### src/rtl/mac_mul32_pkg.sv
package mac_mul32_pkg;

    typedef enum logic [1:0] {
        OP_LOW   = 2'd0,
        OP_HI_SS = 2'd1,
        OP_HI_SU = 2'd2,
        OP_HI_UU = 2'd3
    } mul_op_e;

    // State value doubles as partial-product selector:
    // bit 1 picks the high half of A, bit 0 the high half of B.
    typedef enum logic [1:0] {
        ST_IDLE = 2'd0,
        ST_LH   = 2'd1,
        ST_HL   = 2'd2,
        ST_HH   = 2'd3
    } mul_st_e;

endpackage

### src/rtl/mac_mul32_opsel.sv
module mac_mul32_opsel #(
    parameter int XLEN = 32
) (
    input  logic [XLEN-1:0]   a_i,
    input  logic [XLEN-1:0]   b_i,
    input  logic              a_hi_i,
    input  logic              b_hi_i,
    input  logic              a_sgn_i,
    input  logic              b_sgn_i,
    output logic [XLEN/2:0]   x_o,
    output logic [XLEN/2:0]   y_o
);
    localparam int H = XLEN / 2;

    always_comb begin
        if (a_hi_i) x_o = {a_sgn_i & a_i[XLEN-1], a_i[XLEN-1:H]};
        else        x_o = {1'b0, a_i[H-1:0]};
        if (b_hi_i) y_o = {b_sgn_i & b_i[XLEN-1], b_i[XLEN-1:H]};
        else        y_o = {1'b0, b_i[H-1:0]};
    end
endmodule

### src/rtl/mac_mul32_mac.sv
module mac_mul32_mac #(
    parameter int MW = 17
) (
    input  logic [MW-1:0]   x_i,
    input  logic [MW-1:0]   y_i,
    input  logic [2*MW-1:0] acc_i,
    output logic [2*MW-1:0] sum_o
);
    logic signed [2*MW-1:0] prod;

    assign prod  = $signed(x_i) * $signed(y_i);
    assign sum_o = prod + $signed(acc_i);
endmodule

### src/rtl/mac_mul32.sv
module mac_mul32
    import mac_mul32_pkg::*;
#(
    parameter int XLEN = 32
) (
    input  logic            clk_i,
    input  logic            rst_ni,
    input  logic            start_i,
    input  logic [1:0]      op_i,
    input  logic [XLEN-1:0] a_i,
    input  logic [XLEN-1:0] b_i,
    output logic [XLEN-1:0] result_o,
    output logic            done_o,
    output logic            busy_o
);
    localparam int H  = XLEN / 2;
    localparam int MW = H + 1;
    localparam int AW = 2 * MW;

    typedef struct packed {
        mul_st_e         st;
        mul_op_e         op;
        logic [XLEN-1:0] a;
        logic [XLEN-1:0] b;
        logic [AW-1:0]   acc;
        logic [H-1:0]    lo;
        logic [XLEN-1:0] res;
        logic            done;
    } regs_t;

    regs_t q, d;

    logic [XLEN-1:0] a_src, b_src;
    mul_op_e         op_src;
    logic            a_sgn, b_sgn;
    logic [1:0]      sel;
    logic [MW-1:0]   mx, my;
    logic [AW-1:0]   mac_acc, mac_sum, mac_shift;

    // Operands come straight from the ports in the accepting cycle.
    always_comb begin
        if (q.st == ST_IDLE) begin
            a_src  = a_i;
            b_src  = b_i;
            op_src = mul_op_e'(op_i);
        end else begin
            a_src  = q.a;
            b_src  = q.b;
            op_src = q.op;
        end
        a_sgn   = (op_src == OP_HI_SS) || (op_src == OP_HI_SU);
        b_sgn   = (op_src == OP_HI_SS);
        sel     = q.st;
        mac_acc = (q.st == ST_IDLE) ? '0 : q.acc;
    end

    mac_mul32_opsel #(.XLEN(XLEN)) u_opsel (
        .a_i     (a_src),
        .b_i     (b_src),
        .a_hi_i  (sel[1]),
        .b_hi_i  (sel[0]),
        .a_sgn_i (a_sgn),
        .b_sgn_i (b_sgn),
        .x_o     (mx),
        .y_o     (my)
    );

    mac_mul32_mac #(.MW(MW)) u_mac (
        .x_i   (mx),
        .y_i   (my),
        .acc_i (mac_acc),
        .sum_o (mac_sum)
    );

    assign mac_shift = AW'($signed(mac_sum) >>> H);

    always_comb begin
        d      = q;
        d.done = 1'b0;
        unique case (q.st)
            ST_IDLE: begin
                if (start_i) begin
                    d.a   = a_i;
                    d.b   = b_i;
                    d.op  = mul_op_e'(op_i);
                    d.lo  = mac_sum[H-1:0];
                    d.acc = mac_shift;
                    d.st  = ST_LH;
                end
            end
            ST_LH: begin
                d.acc = mac_sum;
                d.st  = ST_HL;
            end
            ST_HL: begin
                if (q.op == OP_LOW) begin
                    d.res  = {mac_sum[H-1:0], q.lo};
                    d.done = 1'b1;
                    d.st   = ST_IDLE;
                end else begin
                    d.acc = mac_shift;
                    d.st  = ST_HH;
                end
            end
            ST_HH: begin
                d.res  = mac_sum[XLEN-1:0];
                d.done = 1'b1;
                d.st   = ST_IDLE;
            end
            default: d.st = ST_IDLE;
        endcase
    end

    always_ff @(posedge clk_i or negedge rst_ni) begin
        if (!rst_ni) q <= '0;
        else         q <= d;
    end

    assign result_o = q.res;
    assign done_o   = q.done;
    assign busy_o   = (q.st != ST_IDLE);
endmodule

### config.mk
export PLATFORM = sky130hd
export DESIGN_NAME = mac_mul32
export DESIGN_NICKNAME = d
export VERILOG_FILES = /design/src/rtl/mac_mul32_pkg.sv /design/src/rtl/mac_mul32_opsel.sv /design/src/rtl/mac_mul32_mac.sv /design/src/rtl/mac_mul32.sv
export SDC_FILE = /design/constraint.sdc
export NUM_CORES = 1
export LEC_CHECK = 0
export CAP_MARGIN = 10
export CORE_MARGIN = 1.5
export CORE_UTILIZATION = 65
export CTS_CLUSTER_SIZE = 14
export DETAILED_ROUTE_END_ITERATION = 10
export PLACE_DENSITY = 0.95
export SETUP_SLACK_MARGIN = 0.5
export SLEW_MARGIN = 20
export SYNTH_ARGS = -nofsm -noshare
export SYNTH_HDL_FRONTEND = slang
export SYNTH_SLANG_ARGS = --single-unit
### constraint.sdc
create_clock -name clk_i -period 18.5 [get_ports clk_i]
set_input_delay 3.7 -clock clk_i [delete_from_list [all_inputs] [get_ports clk_i]]
set_output_delay 3.7 -clock clk_i [all_outputs]
set_load 0.02 [all_outputs]
==> flow_summary.ini, run 1 <==
[clocking]
cts_num_sinks = 151
cts_setup_buffers = 0
cts_buffers = 17
cts.path.max_buffers = 2
cts_tree = yes
cts-root-buf = clkbuf_16
cts_hold_buffers = 0
cts_resized = 0
insertion_delay_ns = 0.46
htreeDepth = 4
clk_pin_slew_ns = 0.07

[finish]
drive_gt1_share_pct = 8.69
synthToLayoutAreaGrowth_pct = 8.78
layout.nets = 2609
fin_util_pct = 71.6
fillers = 1798

[yosys]
post_synth_inst_count = 2071
ys_ff_latch = 151
yosysTopAreaCell = fa_1
mappedNetlistNets = 2587
async_flop_share_pct = 100
yosysUniqueCellTypes = 60
ys_seq_area_share_pct = 18.9
synth_warnings = 0
synth_flop_cell = dfrtp_1
synth_top_area_share_pct = 33.9
syn_area_per_cell_um2 = 9.67
synth.area.top_cells = fa_1 34%, dfrtp_1 19%, inv_1 8.4%
netlist_area_um2 = 20000
synth_edf_count = 0

[global_route]
grtUsageTotal_pct = 39.4
grt_pass1_wl_mm = 93.8
grt_pass1_vias = 18000
antenna_found_initial = 3
grt_max_degree = 93
grt_overflow = 0

[floorplan]
fp.dieW_um = 179
rows = 64
io-pin-count = 103
dieArea_um2 = 31900
core-area_um2 = 30400
start_util_pct = 65.8
die_h_um = 179

[drt]
routed.top_layer = met4
num_vias = 16000
dr.pass1.iters = 7
avgRoutedWirePerCell_um = 23.0
vias_per_cell = 6.39
drt-initial-drc-count = 1937
routed_wl_mm = 57.5
wl_met3_mm = 6.78
ant_nets = 0
drc = 0
wl_met1_mm = 18.9
met2_length_mm = 26.9

[worst_setup_path]
start_kind = primary input
cp.arrival_ns = 11.95
cpMostUsedCell = fa_1
cp_max_fo = 15
required_ns = 18.80
path_class = in2reg
slowest_stage = a21oi_2
cp_slowest_stage_delay_ns = 0.79
crit_path_end_kind = register

[placed_design]
gp_congestion = 0.977
dpl_worst_slack_ns = 6.65
io_buffers = 102
dp_hpwl_mm = 43.2

[sta]
worst_pin_slew_ns = 1.17
min_period_over_period_pct = 63.0
fmax_mhz = 85.8
finalMaxSlewViolations = 0
fin_worst_skew_ns = 0.0135
fin_ws_ns = 6.85
hold_viol = 0
rsz0062_at_grt = false
period_minus_slack_ns = 11.65
slew_headroom_pct = 22.1
fin_setup_tns_ns = 0
finalSetupViolCount = 0
whs_ns = 0.493

[run_status]
outcome = finished, final reports clean

[job]
cap_violations = 0

[hold_path]
hp-class = reg2reg
flip-flops by register name, indices dropped and copies added, names as in the netlist:
| name | flops |
|---|---|
| done_o | 1 |
| q | 116 |
| result_o | 32 |
| sel | 2 |
logic make-up (layout without fill, tap and decap cells):
logic type / count (synthesis) / count (layout) / share of synthesized area, %
multiplexers: 116 / 116 / 7.75
adder cells (fa/ha/maj): 447 / 447 / 40.6
buffers and inverters: 567 / 602 / 11.3
AO/OA/AOI/OAI: 238 / 238 / 8.02
other: 0 / 2 / 0
AND/OR/NAND/NOR: 510 / 510 / 11.6
XOR/XNOR: 42 / 42 / 1.87
flip-flops: 151 / 151 / 18.9
Yosys cell counts, drive strengths merged, types with 9 or more instances:
| cell | number |
|---|---|
| inv | 451 |
| fa | 339 |
| nand2 | 209 |
| dfrtp | 151 |
| nor2 | 128 |
| ha | 108 |
| mux2 | 83 |
| clkbuf | 73 |
| nor2b | 61 |
| a21oi | 58 |
| o21ai | 58 |
| and2 | 44 |
| buf | 41 |
| xnor2 | 31 |
| mux4 | 23 |
| a211oi | 19 |
| nor3 | 18 |
| nand2b | 17 |
| a221oi | 12 |
| o21a | 11 |
| o22ai | 11 |
| xor2 | 11 |
| mux2i | 10 |
| nand3 | 10 |
| a21o | 9 |
| o21bai | 9 |
path summary, 6_finish.rpt:
check / startpoint / endpoint / slack (ns) / cells after the start
max in group asynchronous: rst_ni / q[91]$_DFFE_PN0P_ / 13.78 / 2
min in group asynchronous: rst_ni / result_o[5]$_DFFE_PN0P_ / 3.25 / 1
max reg2reg: sel[1]$_DFFE_PN0P_ / q[80]$_DFFE_PN0P_ / 8.20 / 28
min reg2reg: q[60]$_DFFE_PN0P_ / q[60]$_DFFE_PN0P_ / 0.49 / 1
min: q[60]$_DFFE_PN0P_ / q[60]$_DFFE_PN0P_ / 0.49 / 1
max: op_i[0] / q[80]$_DFFE_PN0P_ / 6.85 / 26
worst max-delay path: cells and delay by family:
kind	cells	cell delay [ns]
adders and majority gates	8	3.66
AOI/OAI and AO/OA	4	1.46
xor gates and xnor gates	1	0.18
muxes	1	0.27
and+or+nand+nor	5	1.18
buffers and inverters	7	1.48
layout make-up:
| cell class | instances | area (µm²) | area share (%) |
|---|---|---|---|
| multi-input combinational | 1353 | 14000 | 64.4 |
| timing repair buffer | 117 | 1130 | 5.21 |
| sequential | 151 | 3780 | 17.3 |
| antenna | 2 | 5.00 | 0.0230 |
| inverter | 453 | 1700 | 7.80 |
| clock inverter | 13 | 193 | 0.884 |
| tap | 396 | 495 | 2.27 |
| clock buffer | 19 | 443 | 2.03 |
stage by stage:
stage               std cells  cell area, µm²
floorplan                2071           20000
global placement         2470           21100
detailed placement       2470           21100
CTS                      2502           21800
global route             2502           21800
finish                   2504           21800
layer usage:
layer	vias up	track usage (%)
li1	6433	-
met1	7906	44.9
met2	1223	61.9
met3	450	14.2
met4	0	27.2
met5	-	0.801
layout by cell type (no fill, tap or decap), types with 11 or more instances in the layout:
| master | n |
|---|---|
| nor2_1 | 126 |
| dfrtp_1 | 150 |
| buf_4 | 15 |
| inv_1 | 451 |
| o22ai_1 | 11 |
| a21oi_1 | 46 |
| mux4_2 | 23 |
| o21a_1 | 11 |
| clkdlybuf4s50_1 | 101 |
| and2_1 | 44 |
| xor2_1 | 11 |
| a21oi_2 | 12 |
| o21ai_0 | 49 |
| nor2b_1 | 61 |
| mux2_2 | 83 |
| a221oi_1 | 12 |
| nand2_1 | 208 |
| ha_1 | 107 |
| xnor2_1 | 30 |
| clkbuf_16 | 17 |
| a211oi_1 | 19 |
| nor3_1 | 17 |
| nand2b_1 | 17 |
| fa_1 | 339 |
Power of run 1 is not shown: default switching activity piles up to over one toggle a cycle in this logic, so the estimate is an artifact.
==> run 2, diff against run 1 <==
CORE_UTILIZATION = 57   (was 65)
PLACE_DENSITY = 0.89   (was 0.95)
clock period = 10.4 ns   (was 18.5 ns; I/O delays follow)
==> run 2 against run 1 <==
  * Count of clock-buffer cells in the layout down 2
  * Final cell count up 2.6%
  * Utilization down 8.3 points
  * Non-clock buffer count up 8
  * Critical endpoint unchanged
  * Global-route usage down 8.5 points
  * Sequential cell count unchanged
  * Wire length down 8.9%
  * Largest cell class unchanged
==> flow_summary.ini, run 2 (synthesized netlist as in run 1, its figures left out) <==
[run_status]
outcome = finished, final reports clean

[sta]
fin_setup_tns_ns = 0
finalMaxSlewViolations = 0
period_minus_slack_ns = 9.39
finalSetupViolCount = 0
min_period_over_period_pct = 90.3
fin_worst_skew_ns = 0.0103
hold_viol = 0
worst_pin_slew_ns = 1.11
rsz0062_at_grt = false
slew_headroom_pct = 25.2
fmax_mhz = 107

[finish]
diodes = 0
top_register = q
fin_area_um2 = 21900
final_common_cell = inv_1
largest_register_ffs = 116
layout.nets = 2617
layout_common_cells = 451 x inv_1, 339 x fa_1, 208 x nand2_1, 151 x dfrtp_1, 126 x nor2_1
fillers = 2506
seqCellArea_um2 = 3780
multiInputGateArea_um2 = 14000
drive_gt1_share_pct = 8.99
synthToLayoutAreaGrowth_pct = 9.26

[floorplan]
die_h_um = 190
io-pin-count = 103
rows = 68
core-area_um2 = 34500
start_util_pct = 58.0
dieArea_um2 = 36300
fp.dieW_um = 190

[worst_setup_path]
cp.arrival_ns = 9.71
r2r-start = sel[1]$_DFFE_PN0P_
cp_max_fo = 15
timing.rr.end = q[80]$_DFFE_PN0P_
path_class = in2reg
start_kind = primary input
crit_path_end_kind = register
r2r_setup_slack_ns = 1.18
r2r_cells = 29
required_ns = 10.72

[drt]
drc = 0
avgRoutedWirePerCell_um = 20.4
num_vias = 15100
vias_per_cell = 5.88
ant_nets = 0
dr.pass1.iters = 6
drt-initial-drc-count = 1577
routed_wl_mm = 52.4

[placed_design]
dp_hpwl_mm = 41.1
placedInstanceArea_um2 = 21300
gp_congestion = 0.963
io_buffers = 102

[hold_path]
hold_end = q[42]$_DFFE_PN0P_
min_from = q[42]$_DFFE_PN0P_
hold_depth = 2
hp-class = reg2reg

[clocking]
cts-root-buf = clkbuf_16
cts_buffers = 17
cts_setup_buffers = 0
clk_pin_slew_ns = 0.07
cts_tree = yes
cts_resized = 0
cts_num_sinks = 151
cts.path.max_buffers = 2
htreeDepth = 4
insertion_delay_ns = 0.46
cts_hold_buffers = 0

[global_route]
grtUsageTotal_pct = 30.9
grt_pass1_wl_mm = 86.3
grt_overflow = 0
antenna_found_initial = 0
grt_max_degree = 93
grt_pass1_vias = 16400

[job]
cap_violations = 0
run 2: cell count changes in the layout (fill, tap and decap cells not counted), moves of 2 or more:
cell       before  now
buf_4          15   23
inv_6           3    5
inv_8           1    4
diode_2         2    0
clkinv_4        2    0
bufinv_16       4    2
run 2: metrics by stage:
stage / hold slack (ns) / instances / utilization [%] / setup WS (ns)
detailed placement: 0.471 / 2537 / 61.6 / 0.607
floorplan: 0.451 / 2071 / - / 0.747
global placement: 0.464 / 2537 / 61.6 / 0.826
global route: 0.500 / 2569 / 63.4 / 0.698
CTS: 0.486 / 2569 / 63.3 / 1.08
finish: 0.484 / 2569 / 63.4 / 1.01
run 2: how the worst max path moves through the flow:
stage	from	end
6_report	op_i[0]	q[80]$_DFFE_PN0P_
3_3_place_gp	op_i[0]	q[80]$_DFFE_PN0P_
2_1_floorplan	sel[1]$_DFFE_PN0P_	q[66]$_DFFE_PN0P_
3_5_place_dp	op_i[0]	q[80]$_DFFE_PN0P_
4_1_cts	op_i[0]	q[80]$_DFFE_PN0P_
5_1_grt	op_i[0]	q[80]$_DFFE_PN0P_
run 2: per-layer routing:
| layer | global-route usage (%) | vias up | part of all wire [%] |
|---|---|---|---|
| li1 | - | 6447 | - |
| met1 | 39.9 | 7585 | 38 |
| met2 | 49.6 | 898 | 48 |
| met3 | 7.58 | 169 | 9.8 |
| met4 | 13.3 | 0 | 4.3 |
| met5 | 0 | - | 0 |
run 2: critical path, stage by stage:
cell and delay, ns:
clkdlybuf4s50_1 0.45, mux2_2 0.29, ha_1 0.33, nor3b_1 0.06, buf_4 0.21, nand2_1 0.13, inv_1 0.10, fa_1 0.68
inv_1 0.17, fa_1 0.69, inv_1 0.19, fa_1 0.50, fa_1 0.46, fa_1 0.51, inv_1 0.05, fa_1 0.47
inv_1 0.05, ha_1 0.35, and3_1 0.22, nand2_1 0.12, or3_4 0.41, o32ai_4 0.25, o221ai_2 0.17, xnor2_2 0.19
a21oi_2 0.19, buf_4 0.27, o22ai_1 0.12
run 2: cell type report:
type                    count  area share (%)
clock buffers              17            1.94
clock inverters            15           0.835
inverters                 453            7.77
multi-input cells        1353            64.1
flip-flops and latches    151            17.3
well taps                 455            2.60
repair buffers            125            5.46
Power of run 2 is left out for the same reason.
